===== src/rtl/ep0_stall_pkg.sv =====
`timescale 1ns/1ps
package ep0_stall_pkg;
    localparam int REG_W        = 24;
    localparam int NUM_DIR      = 2;
    localparam int DIR_RX       = 0;
    localparam int DIR_TX       = 1;
    localparam int RX_STALL_BIT = 0;
    localparam int TX_STALL_BIT = 16;
    localparam int RX_EN_BIT    = 7;
    localparam int TX_EN_BIT    = 23;
    localparam int RX_TYPE_LSB  = 2;
    localparam int TX_TYPE_LSB  = 18;
    localparam int LOCK_MAX     = 50;

    typedef enum logic {
        SEL_EPCTRL    = 1'b0,
        SEL_SETUPSTAT = 1'b1
    } reg_sel_e;

    typedef enum logic [1:0] {
        EPT_CONTROL   = 2'b00,
        EPT_ISOCH     = 2'b01,
        EPT_BULK      = 2'b10,
        EPT_INTERRUPT = 2'b11
    } ep_type_e;

    function automatic int stall_pos(input int dir);
        return (dir == DIR_RX) ? RX_STALL_BIT : TX_STALL_BIT;
    endfunction

    function automatic int enable_pos(input int dir);
        return (dir == DIR_RX) ? RX_EN_BIT : TX_EN_BIT;
    endfunction

    function automatic int type_lsb(input int dir);
        return (dir == DIR_RX) ? RX_TYPE_LSB : TX_TYPE_LSB;
    endfunction
endpackage


===== src/rtl/ep0_setup_flag.sv =====
`timescale 1ns/1ps
module ep0_setup_flag (
    input  logic clk,
    input  logic rst_n,
    input  logic setup_rx,
    input  logic clr_req,
    output logic flag_q_o,
    output logic flag_fall_o
);
    typedef struct packed {
        logic flag;
    } flag_state_t;

    flag_state_t st_d, st_q;

    always_comb begin
        st_d = st_q;
        if (setup_rx) begin
            st_d.flag = 1'b1;
        end else if (clr_req) begin
            st_d.flag = 1'b0;
        end
    end

    always_ff @(posedge clk or negedge rst_n) begin
        if (!rst_n) begin
            st_q <= '0;
        end else begin
            st_q <= st_d;
        end
    end

    assign flag_q_o    = st_q.flag;
    assign flag_fall_o = st_q.flag & ~st_d.flag;

    a_r6_setup_sets_flag: assert property (@(posedge clk) disable iff (!rst_n)
        setup_rx |=> flag_q_o)
        else $error("a_r6_setup_sets_flag");

    a_r6_clear_drops_flag: assert property (@(posedge clk) disable iff (!rst_n)
        (clr_req && !setup_rx) |=> !flag_q_o)
        else $error("a_r6_clear_drops_flag");

    a_r6_flag_holds: assert property (@(posedge clk) disable iff (!rst_n)
        (!clr_req && !setup_rx) |=> $stable(flag_q_o))
        else $error("a_r6_flag_holds");
endmodule


===== src/rtl/ep0_lockout_timer.sv =====
`timescale 1ns/1ps
module ep0_lockout_timer #(
    parameter int LOCKOUT_CYCLES = 20
) (
    input  logic clk,
    input  logic rst_n,
    input  logic setup_rx,
    input  logic flag_fall,
    output logic busy_o
);
    import ep0_stall_pkg::*;

    localparam int LOCK_EFF = (LOCKOUT_CYCLES > LOCK_MAX) ? LOCK_MAX :
                              ((LOCKOUT_CYCLES < 0) ? 0 : LOCKOUT_CYCLES);
    localparam int CW       = (LOCK_EFF < 1) ? 1 : $clog2(LOCK_EFF + 1);
    localparam logic [CW-1:0] LOAD_VAL = CW'(LOCK_EFF);

    typedef struct packed {
        logic [CW-1:0] cnt;
    } timer_state_t;

    timer_state_t st_d, st_q;

    always_comb begin
        st_d = st_q;
        if (flag_fall) begin
            st_d.cnt = LOAD_VAL;
        end else if (setup_rx) begin
            st_d.cnt = '0;
        end else if (st_q.cnt != '0) begin
            st_d.cnt = st_q.cnt - CW'(1);
        end
    end

    always_ff @(posedge clk or negedge rst_n) begin
        if (!rst_n) begin
            st_q <= '0;
        end else begin
            st_q <= st_d;
        end
    end

    assign busy_o = (st_q.cnt != '0);

    a_r8_load_on_release: assert property (@(posedge clk) disable iff (!rst_n)
        flag_fall |=> (st_q.cnt == LOAD_VAL))
        else $error("a_r8_load_on_release");

    a_r8_count_bounded: assert property (@(posedge clk) disable iff (!rst_n)
        st_q.cnt <= LOAD_VAL)
        else $error("a_r8_count_bounded");

    a_r9_setup_restarts: assert property (@(posedge clk) disable iff (!rst_n)
        (setup_rx && !flag_fall) |=> (st_q.cnt == '0))
        else $error("a_r9_setup_restarts");
endmodule


===== src/rtl/ep0_stall_bits.sv =====
`timescale 1ns/1ps
module ep0_stall_bits #(
    parameter int NUM_DIR = 2
) (
    input  logic               clk,
    input  logic               rst_n,
    input  logic               setup_rx,
    input  logic               lock_active,
    input  logic               wr_en,
    input  logic [NUM_DIR-1:0] wr_bits,
    output logic [NUM_DIR-1:0] stall_q_o
);
    typedef struct packed {
        logic [NUM_DIR-1:0] stall;
    } stall_state_t;

    stall_state_t st_d, st_q;

    always_comb begin
        st_d = st_q;
        if (setup_rx || lock_active) begin
            st_d.stall = '0;
        end else if (wr_en) begin
            st_d.stall = wr_bits;
        end
    end

    always_ff @(posedge clk or negedge rst_n) begin
        if (!rst_n) begin
            st_q <= '0;
        end else begin
            st_q <= st_d;
        end
    end

    assign stall_q_o = st_q.stall;

    for (genvar d = 0; d < NUM_DIR; d++) begin : g_dir_chk
        a_r5_setup_clears: assert property (@(posedge clk) disable iff (!rst_n)
            setup_rx |=> !stall_q_o[d])
            else $error("a_r5_setup_clears dir %0d", d);

        a_r7_lock_blocks: assert property (@(posedge clk) disable iff (!rst_n)
            lock_active |=> !stall_q_o[d])
            else $error("a_r7_lock_blocks dir %0d", d);

        a_r4_holds: assert property (@(posedge clk) disable iff (!rst_n)
            (!setup_rx && !lock_active && !wr_en) |=> $stable(stall_q_o[d]))
            else $error("a_r4_holds dir %0d", d);

        a_r3_write_loads: assert property (@(posedge clk) disable iff (!rst_n)
            (!setup_rx && !lock_active && wr_en) |=> (stall_q_o[d] == $past(wr_bits[d])))
            else $error("a_r3_write_loads dir %0d", d);
    end
endmodule


===== src/rtl/ep0_stall_ctrl.sv =====
`timescale 1ns/1ps
module ep0_stall_ctrl #(
    parameter int LOCKOUT_CYCLES = 20
) (
    input  logic        clk,
    input  logic        rst_n,
    input  logic        reg_wr_en,
    input  logic        reg_sel,
    input  logic [23:0] reg_wdata,
    output logic [23:0] reg_rdata,
    input  logic        setup_rx,
    output logic        setup_flag,
    output logic        stall_rx_req,
    output logic        stall_tx_req
);
    import ep0_stall_pkg::*;

    logic               ctrl_wr;
    logic               stat_clr;
    logic               flag_q;
    logic               flag_fall;
    logic               timer_busy;
    logic               lock_active;
    logic [NUM_DIR-1:0] wr_bits;
    logic [NUM_DIR-1:0] stall_q;
    logic               wdata_unused;

    assign ctrl_wr     = reg_wr_en && (reg_sel == SEL_EPCTRL);
    assign stat_clr    = reg_wr_en && (reg_sel == SEL_SETUPSTAT) && reg_wdata[0];
    assign lock_active = flag_q || timer_busy;
    assign wdata_unused = ^{reg_wdata[23:17], reg_wdata[15:1]};

    for (genvar d = 0; d < NUM_DIR; d++) begin : g_wr_map
        assign wr_bits[d] = reg_wdata[stall_pos(d)];
    end

    ep0_setup_flag u_flag (
        .clk        (clk),
        .rst_n      (rst_n),
        .setup_rx   (setup_rx),
        .clr_req    (stat_clr),
        .flag_q_o   (flag_q),
        .flag_fall_o(flag_fall)
    );

    ep0_lockout_timer #(
        .LOCKOUT_CYCLES(LOCKOUT_CYCLES)
    ) u_timer (
        .clk      (clk),
        .rst_n    (rst_n),
        .setup_rx (setup_rx),
        .flag_fall(flag_fall),
        .busy_o   (timer_busy)
    );

    ep0_stall_bits #(
        .NUM_DIR(NUM_DIR)
    ) u_bits (
        .clk        (clk),
        .rst_n      (rst_n),
        .setup_rx   (setup_rx),
        .lock_active(lock_active),
        .wr_en      (ctrl_wr),
        .wr_bits    (wr_bits),
        .stall_q_o  (stall_q)
    );

    always_comb begin
        reg_rdata = '0;
        if (reg_sel == SEL_SETUPSTAT) begin
            reg_rdata[0] = flag_q;
        end else begin
            for (int d = 0; d < NUM_DIR; d++) begin
                reg_rdata[enable_pos(d)]                 = 1'b1;
                reg_rdata[type_lsb(d) +: 2]              = EPT_CONTROL;
                reg_rdata[stall_pos(d)]                  = stall_q[d];
            end
        end
    end

    assign setup_flag   = flag_q;
    assign stall_rx_req = stall_q[DIR_RX];
    assign stall_tx_req = stall_q[DIR_TX];

    a_r10_setup_beats_write: assert property (@(posedge clk) disable iff (!rst_n)
        (setup_rx && ctrl_wr) |=> (!stall_rx_req && !stall_tx_req && setup_flag))
        else $error("a_r10_setup_beats_write");

    a_r7_no_rise_while_flag: assert property (@(posedge clk) disable iff (!rst_n)
        setup_flag |=> (!stall_rx_req && !stall_tx_req))
        else $error("a_r7_no_rise_while_flag");
endmodule


===== config.mk =====
export PLATFORM = sky130hd
export DESIGN_NAME = ep0_stall_ctrl
export DESIGN_NICKNAME = d
export VERILOG_FILES = /design/src/rtl/ep0_stall_pkg.sv /design/src/rtl/ep0_setup_flag.sv /design/src/rtl/ep0_lockout_timer.sv /design/src/rtl/ep0_stall_bits.sv /design/src/rtl/ep0_stall_ctrl.sv
export SDC_FILE = /design/constraint.sdc
export NUM_CORES = 1
export LEC_CHECK = 0
export BUFFER_PORTS_ARGS = -buffer_cell sky130_fd_sc_hd__buf_2
export CORE_MARGIN = 2
export CORE_UTILIZATION = 37
export DETAILED_ROUTE_END_ITERATION = 10
export GPL_ROUTABILITY_DRIVEN = 0
export GPL_TIMING_DRIVEN = 0
export PLACE_DENSITY_LB_ADDON = 0.25
export SLEW_MARGIN = 10
export SYNTH_ARGS = -nofsm -noshare
export SYNTH_HDL_FRONTEND = slang
export SYNTH_SLANG_ARGS = --single-unit

===== constraint.sdc =====
create_clock -name clk -period 4.37 [get_ports clk]
set_input_delay 0.2185 -clock clk [delete_from_list [all_inputs] [get_ports clk]]
set_output_delay 0.2185 -clock clk [all_outputs]
set_load 0.05 [all_outputs]

==> run metrics <==
Mapped Area=roughly 570 sq um; most frequent cells in the layout=buf_4, conb_1, buf_2; Post-DP Area=724.4 sq um; Reg2Reg Depth=5; Critical Path Slowest Stage Cell=or4_1; Leak=roughly 0.44 nW; dpl ws=2721 ps; CP Cell Sequence=inv_1 -> ha_1 -> or3b_1 -> or4_1 -> nor2_1; total clock sinks=8; hold_buf cts=1; Post-synth EDFFs=0; routed via count=around 430; YS warnings=0; share of layout cells above drive strength 1=0.3918; DIE AREA=between 1500 and 2000 sq um; Register-to-Register Setup Slack=roughly 2700 ps; commonest non-fill, non-tap cell in the layout=buf_4; Synth cell types=24; CTS Root Cell=clkbuf_4; H-tree Lvls=1; DRC=0; Post-Route WL=~860 um; critical path required time=approximately 4500 ps; Arrival @ worst endpoint=1810 ps; I/O pin count=56; hold path startpoint=setup_rx; GRT Total Usage=0.1011; Fin Setup TNS=0 ps; Port Buffers=13; CP Capture Type=register; DR pass1 iterations=2; post-synthesis sequential area ratio=0.3524; Post-DRT Antenna Nets=0; Setup CP Type=reg2reg; crit path max fanout=3; Nets=129; Max clock buf depth=2; power per cell area=between 400 and 500 nW/um^2; Yosys reg bits=8; starting DRC count in detailed routing=4; unrepaired setup endpoints after global routing=false; first-pass GRT wire length=between 1 and 1.5 mm; Initial Utilization=0.3861; routed len/inst=approximately 7.6 um; final setup margin=between 2000 and 3000 ps; leading register cell type out of synthesis=dfrtp_1; min cycle time layout=1644 ps; Layout fillers=between 150 and 200; Die Width=approximately 43 um; status=finished, final reports clean; hold_ws=173.0 ps; CTS clk-pin slew, worst paths=~50 ps; vias in the first global route=between 300 and 400; post-route clock period utilization=0.3761; Resize count post-CTS=0; crit-path leading delay family=simple AND/OR/NAND/NOR gates; WHS Path Cells=2; post-CTS setup buffer count=0; MaxCap Viol Count=0; area grow syn2layout=33.26%; critical path buffer and inverter count=1; Antenna Diode Count=0; Clock Latency Late Sink=around 240 ps; post-route cell area=757.0 sq um; Post-DP HPWL=approximately 760 um; Vias/cell=about 3.8; Die Span Y=43.18 um; Max Slew Vio Count=0; total grt overflow=0; number of buffers created by CTS=3; num rows=14; Mapped Cells=61; Final Util=0.5145; Largest stage delay, worst path=roughly 430 ps; CTS tree=done; worst hold path endpoint=u_timer.st_q[4]; Core Footprint=between 1000 and 1500 sq um; Worst R2R Start=u_timer.st_q[0]; antenna violations before repair=0; Worst Clk Skew=2.819 ps; hold crit path type=in2reg; Final Hold Fails=0; R2R Path End=u_bits.stall_q_o[0]; Fmax=about 610 MHz; final setup fails=0; critical path startpoint category=register; largest net degree at the start of global routing=9; ys async rst share=1.000; Peak VDD IR=0.0002586 V; Syn Area/Cell=9.312 sq um
==> flip-flops by register name, summed over array words and instances, names as in the netlist <==
register,flops
u_bits.stall_q_o,2
u_flag.flag_q_o,1
u_timer.st_q,5
==> cell type report <==
class                           instances  area (sq um)  share of cell area
Buffer                                 22         161.4              0.2132
Clock buffer                            3         22.52             0.02975
Inverter                                3         11.26             0.01488
Multi-Input combinational cell         47         266.5              0.3521
Sequential cell                         8         200.2              0.2645
Tap cell                               16         20.02             0.02645
Timing Repair Buffer                   14         75.07             0.09917
==> cells in the mapped netlist, types with 2 or more instances <==
cell type | instances | area (sq um)
buf_4 | 21 | 157.7
dfrtp_1 | 8 | 200.2
nor2_1 | 4 | 15.01
inv_1 | 3 | 11.26
a21oi_1 | 2 | 10.01
mux2i_1 | 2 | 20.02
nand2_1 | 2 | 7.510
nand2b_1 | 2 | 12.51
xnor2_1 | 2 | 17.52
==> metal layers <==
layer / vias to the layer above / wire length (um) / track usage
met1: 180 / 320 / 0.1019
met5: - / 0 / 0
met2: 19 / 435 / 0.1731
li1: 230 / - / -
met4: 0 / 0 / 0.03636
met3: 0 / 99 / 0.05532
==> cells by family after synthesis <==
logic type               Yosys count  synth area share
other                              1          0.006602
AO/OA/AOI/OAI                      4           0.05287
AND/OR/NAND/NOR                   16            0.1608
flip-flops                         8            0.3524
buffers and inverters             25            0.3040
XOR/XNOR                           3           0.04626
multiplexers                       3           0.05507
adder cells (fa/ha/maj)            1           0.02202
==> power by group <==
| group | total [mW] | leakage [nW] | internal, mW | switching [mW] |
|---|---|---|---|---|
| Sequential | 0.101 | 0.103 | 0.0887 | 0.0122 |
| Combinational | 0.158 | 0.325 | 0.0631 | 0.0950 |
| Clock | 0.0524 | 0.0138 | 0.0312 | 0.0213 |
| Total | 0.311 | 0.442 | 0.183 | 0.128 |
==> how the worst max path moves through the flow <==
stage / start / to / slack [ps] / cells after the start
final: u_timer.st_q[0] / u_bits.stall_q_o[0] / 2730 / 5
after global routing: u_timer.st_q[0] / u_bits.stall_q_o[0] / 2620 / 5
after CTS: u_timer.st_q[0] / u_bits.stall_q_o[0] / 2700 / 5
after detailed placement: u_timer.st_q[0] / u_bits.stall_q_o[0] / 2720 / 5
after global placement: u_timer.st_q[0] / u_bits.stall_q_o[0] / 2740 / 5
after floorplan: u_bits.stall_q_o[1] / reg_rdata[16] / 2750 / 1
==> per-stage QoR <==
step           power (mW)  cells
3_5_place_dp       0.2597    109
2_1_floorplan      0.2388     80
3_3_place_gp       0.2561    109
5_1_grt            0.3347    113
6_report           0.3115    113
4_1_cts            0.3152    113
==> worst reg2reg max path: stages (launching register included) <==
cell     delay [ps]
dfrtp_1         400
inv_1            70
ha_1            190
or3b_1          370
or4_1           430
nor2_1          130
No activity file was read; power rests on OpenSTA's default activity.
